## config.mk

```make
export PLATFORM = sky130hd
export DESIGN_NAME = ttb_walker
export DESIGN_NICKNAME = d
export VERILOG_FILES = /design/src/rtl/ttb_walker.sv
export SDC_FILE = /design/constraint.sdc
export NUM_CORES = 1
export LEC_CHECK = 0
export CORE_MARGIN = 5
export CORE_UTILIZATION = 42
export DETAILED_ROUTE_END_ITERATION = 6
export PLACE_DENSITY = 0.79
export SYNTH_ARGS = -nofsm -noshare
export SYNTH_HDL_FRONTEND = slang
export SYNTH_SLANG_ARGS = --single-unit
```

## constraint.sdc

```tcl
create_clock -name clk -period 1.7 [get_ports clk]
set_input_delay 0.51 -clock clk [delete_from_list [all_inputs] [get_ports clk]]
set_output_delay 0.51 -clock clk [all_outputs]
set_load 0.02 [all_outputs]
```

## src/rtl/ttb_walker.sv

```systemverilog
module ttb_walker #(
  parameter int NW = 3
) (
  input  logic        clk,
  input  logic        rst_n,
  input  logic        req_valid,
  input  logic [31:0] req_va,
  output logic        req_ready,
  input  logic        cfg_we_base0,
  input  logic        cfg_we_base1,
  input  logic        cfg_we_split,
  input  logic [31:0] cfg_wdata,
  output logic        mem_req_valid,
  output logic [31:0] mem_req_addr,
  input  logic        mem_req_ready,
  input  logic        mem_rsp_valid,
  input  logic [31:0] mem_rsp_data,
  input  logic        mem_rsp_err,
  output logic        done,
  output logic        done_fault,
  output logic [2:0]  done_status,
  output logic        done_sel,
  output logic [31:0] done_pa
);
  localparam logic [2:0] ST_SECTION = 3'd0;
  localparam logic [2:0] ST_COARSE  = 3'd1;
  localparam logic [2:0] ST_FINE    = 3'd2;
  localparam logic [2:0] ST_XLAT    = 3'd3;
  localparam logic [2:0] ST_ABORT   = 3'd4;
  localparam int TBL_SHIFT = 14;

  typedef enum logic [1:0] {S_IDLE, S_ISSUE, S_WAIT, S_DONE} state_t;

  state_t        state_q;
  logic [31:0]   base0_q, base1_q;
  logic [NW-1:0] split_q;
  logic [31:0]   addr_q;
  logic [19:0]   va_lo_q;
  logic          sel_q;
  logic [2:0]    status_q;
  logic [31:0]   pa_q;

  wire [31:0] hi_mask   = ~(32'hFFFF_FFFF >> split_q);
  wire        use_b1    = |(req_va & hi_mask);
  wire [31:0] tbl0_mask = 32'hFFFF_FFFF << (TBL_SHIFT - int'(split_q));
  wire [11:0] idx0      = req_va[31:20] & (12'hFFF >> split_q);
  wire [31:0] addr_b0   = (base0_q & tbl0_mask) | {18'b0, idx0, 2'b00};
  wire [31:0] addr_b1   = {base1_q[31:TBL_SHIFT], req_va[31:20], 2'b00};
  wire        unused_desc_bits = ^mem_rsp_data[9:2];

  assign req_ready     = (state_q == S_IDLE);
  assign mem_req_valid = (state_q == S_ISSUE);
  assign mem_req_addr  = addr_q;
  assign done          = (state_q == S_DONE);
  assign done_status   = status_q;
  assign done_fault    = (status_q == ST_XLAT) || (status_q == ST_ABORT);
  assign done_sel      = sel_q;
  assign done_pa       = pa_q;

  always_ff @(posedge clk) begin
    if (!rst_n) begin
      base0_q <= '0;
      base1_q <= '0;
      split_q <= '0;
    end else begin
      if (cfg_we_base0) base0_q <= cfg_wdata;
      if (cfg_we_base1) base1_q <= cfg_wdata;
      if (cfg_we_split) split_q <= cfg_wdata[NW-1:0];
    end
  end

  always_ff @(posedge clk) begin
    if (!rst_n) begin
      state_q  <= S_IDLE;
      addr_q   <= '0;
      va_lo_q  <= '0;
      sel_q    <= 1'b0;
      status_q <= ST_SECTION;
      pa_q     <= '0;
    end else begin
      case (state_q)
        S_IDLE: if (req_valid) begin
          state_q <= S_ISSUE;
          sel_q   <= use_b1;
          addr_q  <= use_b1 ? addr_b1 : addr_b0;
          va_lo_q <= req_va[19:0];
        end
        S_ISSUE: if (mem_req_ready) state_q <= S_WAIT;
        S_WAIT: if (mem_rsp_valid) begin
          state_q <= S_DONE;
          if (mem_rsp_err) begin
            status_q <= ST_ABORT;
            pa_q     <= '0;
          end else begin
            case (mem_rsp_data[1:0])
              2'b00: begin status_q <= ST_XLAT;    pa_q <= '0; end
              2'b10: begin status_q <= ST_SECTION; pa_q <= {mem_rsp_data[31:20], va_lo_q}; end
              2'b01: begin status_q <= ST_COARSE;  pa_q <= {mem_rsp_data[31:10], 10'b0}; end
              default: begin status_q <= ST_FINE;  pa_q <= {mem_rsp_data[31:12], 12'b0}; end
            endcase
          end
        end
        default: state_q <= S_IDLE;
      endcase
    end
  end
endmodule

```

# [Word-level counts from Yosys, hierarchy flattened]
# Index checks and enable logic that the tools add are counted.
[word_totals] regBits=157 latch_bits=0 ramBits=0 mem_bits_ro=0 inputBits=105 word_cells=44 n_memories=0
[op_classes] add_sub_neg=1 n_mul=0 n_div=0 magnitude_cmp=0 eq_ne=10 n_shift=3 n_mux=9 bitwise=5 reduce_logical=7
[op_table] cell="one-hot mux 32 bit (3 select lines)" count=1
[op_table] cell="AND 32 bit" count=2
[op_table] cell="2-to-1 mux 32 bit" count=2
[op_table] cell="inverter 32 bit" count=1
[op_table] cell="bitwise OR 32 x 14 -> 32 bit" count=1
[op_table] cell="OR reduction 32 bit" count=1
[op_table] cell="left shift 32 x 32 -> 32 bit, first input constant" count=1
[op_table] cell=">> shifter 32 x 3 -> 32 bit, first input constant" count=1
[op_table] cell="AND 12 bit" count=1
[op_table] cell="one-hot mux 2 bit (3 select lines)" count=2
[op_table] cell=">> shifter 12 x 3 -> 12 bit, first input constant" count=1
[op_table] cell="equality test 2 bit, second input constant" count=3
[op_table] cell="2-to-1 mux 2 bit" count=3
[op_table] cell="subtractor 4 x 3 -> 5 bit, first input constant" count=1
[op_table] cell="equality test 2 x 1 -> 1 bit, second input constant" count=2
[op_table] cell="logical NOT 2 bit" count=2
[op_table] cell="inequality test 2 bit, second input constant" count=2
[op_table] cell="AND reduction 2 bit" count=2
[op_table] cell="equality test 3 x 2 -> 1 bit, second input constant" count=1
[op_table] cell="equality test 3 bit, second input constant" count=1
[op_table] cell="2-to-1 mux 3 bit" count=1
[op_table] cell="AND reduction 3 bit" count=1
[op_table] cell="inequality test 2 x 1 -> 1 bit, second input constant" count=1
[op_table] cell="logical OR 1 bit" count=1

# [Depth between registers and ports, before layout]
# Gate-level depths: netlist of run 1.
[logic_depth] word_depth=5 depth_mapped=9 depth_no_buf=7

# [Least setup slack after synthesis of run 1]
# No wires, ideal clock.
[synth_path] kind="register to register" from="reg split_q[1]" to="reg addr_q[27] (netlist: mem_req_addr[27])" t_arrival_ns=1.722 slack_ns=-0.159 stages_incl_launch_ff=10 n_path_buf=2 period_less_slack_ns=1.859 path_cell_list="dfxtp_1 > ha_1 > inv_1 > ha_1 > inv_1 > a221o_1 > buf_2 > buf_6 > o31ai_1 > a31oi_1"
[synth_between] elab_chain_len=5 word_cells_on_any_way=9 cone_classes="add/sub (1); shift (2); mux (1); bitwise (4); reduce/logical (1)"
[synth_lines] element="start, declared" line="36" text="logic [NW-1:0] split_q;"
[synth_lines] element="start signal, assigned" line="68" text="if (cfg_we_split) split_q <= cfg_wdata[NW-1:0];"
[synth_lines] element="subtractor 4 x 3 -> 5 bit or >> shifter 32 x 3 -> 32 bit (tied branches)" line="45, 43"
[synth_lines] element="left shift 32 x 32 -> 32 bit or inverter 32 bit (tied branches)" line="45, 43"
[synth_lines] element="AND 32 bit, on equally long branches" line="47, 44"
[synth_lines] element="bitwise OR 32 x 14 -> 32 bit or OR reduction 32 bit (tied branches)" line="47, 44"
[synth_lines] element="2-to-1 mux 32 bit (*)" line="85" text="addr_q <= use_b1 ? addr_b1 : addr_b0;"
[synth_lines] element="end signal, assigned" line="85"
[synth_lines] element="end, declared" line="37" text="logic [31:0] addr_q;"
# Mark *: on every way between the ends. The rest lies on a longest branch, timed or not.
# A chain may end at the register's enable or synchronous reset.

# [Worst setup path after layout of run 1]
[layout_path] from="reg split_q[0]" to="reg addr_q[17] (netlist: mem_req_addr[17])"
# Same word-level chain as after synthesis.

==> impl_metrics.ini, run 1 <==
[route]
drt-wirelength-per-cell_um = 18.4
drcViolationCount = 0
num_vias = 5807
drt_iter0_markers = 520
via_per_inst = 5.61
dr.pass1.iters = 6
drt_wl_total_mm = 19.0
ant_nets = 0

[grt]
grt_pass1_vias = 5644
grt_usage_pct = 23.0
grt-ovfl-total = 0
grt_max_degree = 37
grt_pass1_wl_mm = 29.8
antenna_found_initial = 0

[logic_synthesis]
ys_async_sr_fraction_pct = 0
yosys.cell_types.count = 40
syn_avg_cell_area_um2 = 9.17
synth_edf_count = 0
ys_seq_area_share_pct = 48.9
dominantRegCellSynth = dfxtp_1
syn_nets = 757
ys_warn_count = 0
netlist_instances = 638
ys_ff_latch = 143
netlist_area_mm2 = 0.00585

[worst_setup_path]
crit_path_end_kind = register
crit_required_ns = 1.98
arrival_ns = 2.14
cp_max_fo = 5
ff2ff_setup_slack_ns = -0.16
worstSetupPathType = reg2reg
crit_path_start_kind = register

[cts]
cts-root-buf = clkbuf_16
holdBufCountCts = 0
clockBufferDepth = 2
cts_tree = built
insertion_delay_ns = 0.41
clkTransAtPathRegs_ns = 0.06
cts_max_level = 4
clock_sinks = 143
cts_buffers = 17

[timing]
maxSlewViolCount = 0
finalHoldViolCount = 0
period_share_pct = 109
rsz0062_at_grt = yes
tightest_slew_ns = 0.463
setup-tns-final_ns = -1.94
fin_worst_hold_slack_ns = 0.453
period_needed_ns = 1.86
timing.slew.headroom_pct = 69.1
finClkSkew_ns = 0.00693
setup_viol = 32
fin_ws_ns = -0.160
fmax_mhz = 538

[placed_design]
gp_congestion = 0.844
post-dp-hpwl_mm = 12.4
dpl_cell_area_mm2 = 0.00819
io_buffers = 168
dp.cells = 994
dp_slack_ns = -0.972

[final_layout]
fin_nets = 965
register_area_mm2 = 0.00288
final_cell_area_mm2 = 0.00929
layoutNonFillerInstCount = 1036
drive_gt1_share_pct = 20.7
multi_input_area_mm2 = 0.00315
final_common_cell = dfxtp_1
n_antenna_cell = 0
utilization_pct = 67.5
fillers = 1088
mostFrequentLayoutCells = dfxtp_1 (137), nor2_1 (95), clkdlybuf4s50_1 (90)
syn_to_final_growth_pct = 58.8

[floorplanning]
start_util_pct = 42.5
core_area_mm2 = 0.0138
dieArea_mm2 = 0.0164
die-width_um = 128
ios = 177
rows = 43
die_h_um = 128

[status]
status = finished, violations left
violations = setup timing

[power_and_ir_drop]
p_leak_nw = 3.91
clkPwrFrac_pct = 31.3
pwr-share-comb_pct = 30.4
pwr_density_cell_mw_per_mm2 = 1130
pwr-share-seq_pct = 38.3
swShare_pct = 32.1
irDropWorstVdd_uv = 680
p_switching_mw = 3.37
power_mw = 10.5
internal-power_mw = 7.12

[worst_hold_path]
hp-class = reg2reg

[job]
cap_violations = 0
## critical path: stages (launching register included)
cell     delay [ns]
dfxtp_4        0.36
ha_4           0.16
inv_2          0.06
ha_4           0.13
inv_4          0.03
a221o_2        0.40
buf_6          0.15
buf_12         0.14
o31ai_4        0.17
a31oi_1        0.14
## path summary, 6_finish.rpt
| path | startpoint | cells past startpoint | to |
|---|---|---|---|
| worst min-delay path | va_lo_q[5] | 2 | va_lo_q[5] |
| worst max-delay path | split_q[0] | 9 | mem_req_addr[17] |
| worst max register to register | split_q[0] | 9 | mem_req_addr[17] |
| worst min register to register | va_lo_q[5] | 2 | va_lo_q[5] |
## cells in the mapped netlist, drive strengths merged, types with 3 or more instances
cell,count,area (µm²)
dfxtp,143,2860
nor2,97,364
mux2i,55,551
nand2,50,188
a21oi,32,160
clkbuf,31,116
o21ai,31,163
buf,23,145
a22oi,22,165
a31oi,21,131
nand4,21,131
o31ai,19,143
ha,14,175
inv,14,52.6
a222oi,9,90.1
a41oi,7,61.3
and3,7,43.8
nand3,7,35.0
and2,5,31.3
nor3,5,25.0
o21a,4,31.3
a221oi,3,43.8
nor2b,3,18.8
o2111ai,3,26.3
## layout make-up
cell class,instances,share of cell area [%]
clock buffer,20,4.81
clock inverter,9,0.714
inverter,14,0.606
multi-input combinational,427,33.9
sequential,143,31.0
tap,180,2.42
timing repair buffer,243,26.6
## state kept, by name, indices dropped and copies added, names as in the netlist
register,count
mem_req_addr,32
done_sel,1
done_status,3
done_pa,32
state_q,2
base1_q,18
split_q,3
va_lo_q,20
base0_q,32
## kinds of logic after synthesis
logic type	share of synthesized area, %
compound gates	18.5
fa+ha+maj	2.99
mux	9.41
simple gates	14.8
flops	48.9
buf+inv	5.37
## power groups by stage
stage | logic (mW) | registers, mW | clock network (mW)
final | 3.19 | 4.02 | 3.28
after global routing | 3.42 | 4.06 | 3.48
after CTS | 3.04 | 4.00 | 3.33
after detailed placement | 2.89 | 4.06 | 0
after global placement | 2.84 | 4.05 | 0
after floorplan | 1.17 | 4.28 | 0
## repair_timing
action                     4_1_cts  5_1_grt
resized for setup              173       43
cloned                           5        0
pin swaps                       40       30
buffers inserted                11        4
setup endpoints to repair      125       69
## routing by layer
metal,up-vias,GRT usage (%),routed length (µm)
met5,-,0,0
met3,47,6.00,1540
met2,278,38.9,9370
met4,0,8.61,461
li1,2720,-,-
met1,2762,28.1,7660
No activity file was read; power rests on OpenSTA's default activity.
==> inputs of run 2 (changes only) <==
--- a/config.mk
+++ b/config.mk
@@ -5,10 +5,11 @@
 export SDC_FILE = /design/constraint.sdc
 export NUM_CORES = 1
 export LEC_CHECK = 0
+export ABC_AREA = 1
 export CORE_MARGIN = 5
 export CORE_UTILIZATION = 42
 export DETAILED_ROUTE_END_ITERATION = 6
-export PLACE_DENSITY = 0.79
+export PLACE_DENSITY = 0.82
 export SYNTH_ARGS = -nofsm -noshare
 export SYNTH_HDL_FRONTEND = slang
 export SYNTH_SLANG_ARGS = --single-unit
==> impl_metrics.ini, run 2 <==
[final_layout]
n_antenna_cell = 0
syn_to_final_growth_pct = 50.4
fin_nets = 1126
mostFrequentLayoutCells = nor2_1 (177), nand2_1 (136), dfxtp_1 (135)
drive_gt1_share_pct = 14.8
utilization_pct = 63.9
final_cell_area_mm2 = 0.00880
final_common_cell = nor2_1
fillers = 1198

[worst_setup_path]
crit_path_end_kind = register
worstSetupPathType = reg2reg
ff2ff_setup_slack_ns = 0.02
arrival_ns = 2.04
crit_required_ns = 2.05
critPathSlowestCell = dfxtp_4
path_cells = ha_4 > inv_4 > ha_4 > inv_2 > nand2_2 > nand3_2 > nor2_4 > nand2_4 > buf_12 > inv_16 > nand3b_1 > a21oi_2
max_stage_delay_ns = 0.36
critPathMostFrequentCell = ha_4
crit_path_start_kind = register
cp_max_fo = 7

[floorplanning]
die-width_um = 128
ios = 177
rows = 43
dieArea_mm2 = 0.0164
core_area_mm2 = 0.0138
die_h_um = 128
start_util_pct = 42.5

[power_and_ir_drop]
p_switching_mw = 3.44
pwr-share-comb_pct = 28.9
power_mw = 11.0
internal-power_mw = 7.57
p_leak_nw = 3.95
swShare_pct = 31.2
irDropWorstVdd_uv = 680
pwr_density_cell_mw_per_mm2 = 1250
clkPwrFrac_pct = 34.2
pwr-share-seq_pct = 36.9

[grt]
grt-ovfl-total = 0
antenna_found_initial = 0
grt_pass1_wl_mm = 27.6
grt_pass1_vias = 5729
grt_usage_pct = 21.0
grt_max_degree = 57

[placed_design]
gp_congestion = 0.799
dpl_cell_area_mm2 = 0.00801
post-dp-hpwl_mm = 11.8
io_buffers = 168

[logic_synthesis]
ys_ff_latch = 143
ys_async_sr_fraction_pct = 0
syn_avg_cell_area_um2 = 7.24
synth_commonest_cells = nor2_1 (179), dfxtp_1 (143), nand2_1 (143)
netlist_area_mm2 = 0.00585
ys_warn_count = 0
yosys.cell_types.count = 28
dominantRegCellSynth = dfxtp_1
synth.top_cell.area_share_pct = 48.9
syn_nets = 927
ys_seq_area_share_pct = 48.9
synth_most_common_cell = nor2_1
synth_edf_count = 0
ys_top_cells_by_area = dfxtp_1 (49%), nor2_1 (11%), nand2_1 (9.2%)
synth_top_area_cell = dfxtp_1
netlist_instances = 808

[timing]
tightest_slew_ns = 0.329
fin_worst_hold_slack_ns = 0.445
fmax_mhz = 594
setup_viol = 0
finClkSkew_ns = 0.00674
period_needed_ns = 1.68
rsz0062_at_grt = yes
setup-tns-final_ns = 0
timing.slew.headroom_pct = 78.1
maxSlewViolCount = 0
finalHoldViolCount = 0
period_share_pct = 99.0

[route]
drt-wirelength-per-cell_um = 14.7
num_vias = 5983
drt_wl_total_mm = 17.6
ant_nets = 0
drcViolationCount = 0
dr.pass1.iters = 7
via_per_inst = 4.99
drt_iter0_markers = 389

[cts]
cts_tree = built
clockBufferDepth = 2
clock_sinks = 143
cts_buffers = 17
insertion_delay_ns = 0.42
cts_max_level = 4
clkTransAtPathRegs_ns = 0.06
cts-root-buf = clkbuf_16

[worst_hold_path]
hp-class = reg2reg

[status]
status = complete, no violations

[job]
cap_violations = 0
[run 2: cell count changes in the layout (fill, tap and decap cells not counted), moves of 22 or more]
cell | previous run | this run
a21oi_1 | 28 | 52
a22oi_1 | 22 | 0
inv_1 | 10 | 38
mux2i_1 | 55 | 0
nand2_1 | 49 | 136
nand3_1 | 6 | 40
nor2_1 | 95 | 177
o21ai_0 | 25 | 105
[run 2: cells by family after synthesis]
logic type	Yosys count	synth area share, %
AND/OR/NAND/NOR	375	25.6
AO/OA/AOI/OAI	176	15.5
flip-flops	143	48.9
buffers and inverters	100	6.99
adder cells (fa/ha/maj)	14	2.99
[run 2: timing repair]
| item | in CTS | in global routing |
|---|---|---|
| setup endpoints to repair | 79 | 54 |
| pin swaps | 2 | 18 |
| hold buffers | 0 | 0 |
| gates resized for setup | 103 | 59 |
| setup buffers | 2 | 3 |
| cloned | 2 | 1 |
[run 2: path summary, 6_finish.rpt]
check                                 start               to  cells after the start
worst min register to register  va_lo_q[17]      va_lo_q[17]                      2
worst max register to register   split_q[1]  mem_req_addr[0]                     12
worst min-delay path            va_lo_q[17]      va_lo_q[17]                      2
worst max-delay path             split_q[1]  mem_req_addr[0]                     12
[run 2: power groups by stage]
stage / Combinational, mW / Sequential, mW / Clock (mW)
after floorplan: 1.39 / 4.34 / 0
after global placement: 3.02 / 4.09 / 0
after detailed placement: 3.08 / 4.11 / 0
after CTS: 3.03 / 4.04 / 3.82
after global routing: 3.50 / 4.12 / 3.99
final: 3.18 / 4.06 / 3.77
[run 2: final cells by class]
class | instances | area [µm²] | share of cell area [%]
clock buffer | 20 | 457 | 5.19
clock inverter | 11 | 139 | 1.58
inverter | 52 | 216 | 2.46
multi-input combinational | 565 | 2730 | 31.0
sequential | 143 | 2880 | 32.7
tap | 180 | 225 | 2.56
timing repair buffer | 226 | 2130 | 24.2
timing repair inverter | 2 | 28.8 | 0.327
[run 2: metrics by stage]
stage / setup slack [ns] / cells
3_5_place_dp: -0.359 / 1161
4_1_cts: -0.0176 / 1196
3_3_place_gp: -0.336 / 1161
2_1_floorplan: 0.0480 / 808
5_1_grt: -0.0598 / 1199
6_report: 0.0163 / 1199
[run 2: critical path, delay by kind of cell (launching register included)]
kind	cells	cell delay (ns)
AO/OA/AOI/OAI	1	0.15
buffers and inverters	4	0.33
AND/OR/NAND/NOR	5	0.49
flip-flops	1	0.36
adder cells (fa/ha/maj)	2	0.29
[run 2: metal layers]
layer | vias to the layer above | wire (µm) | GRT usage [%]
met4 | 0 | 249 | 7.49
met5 | - | 0 | 0
met3 | 22 | 1160 | 5.33
li1 | 2991 | - | -
met2 | 215 | 8770 | 35.3
met1 | 2755 | 7400 | 26.1
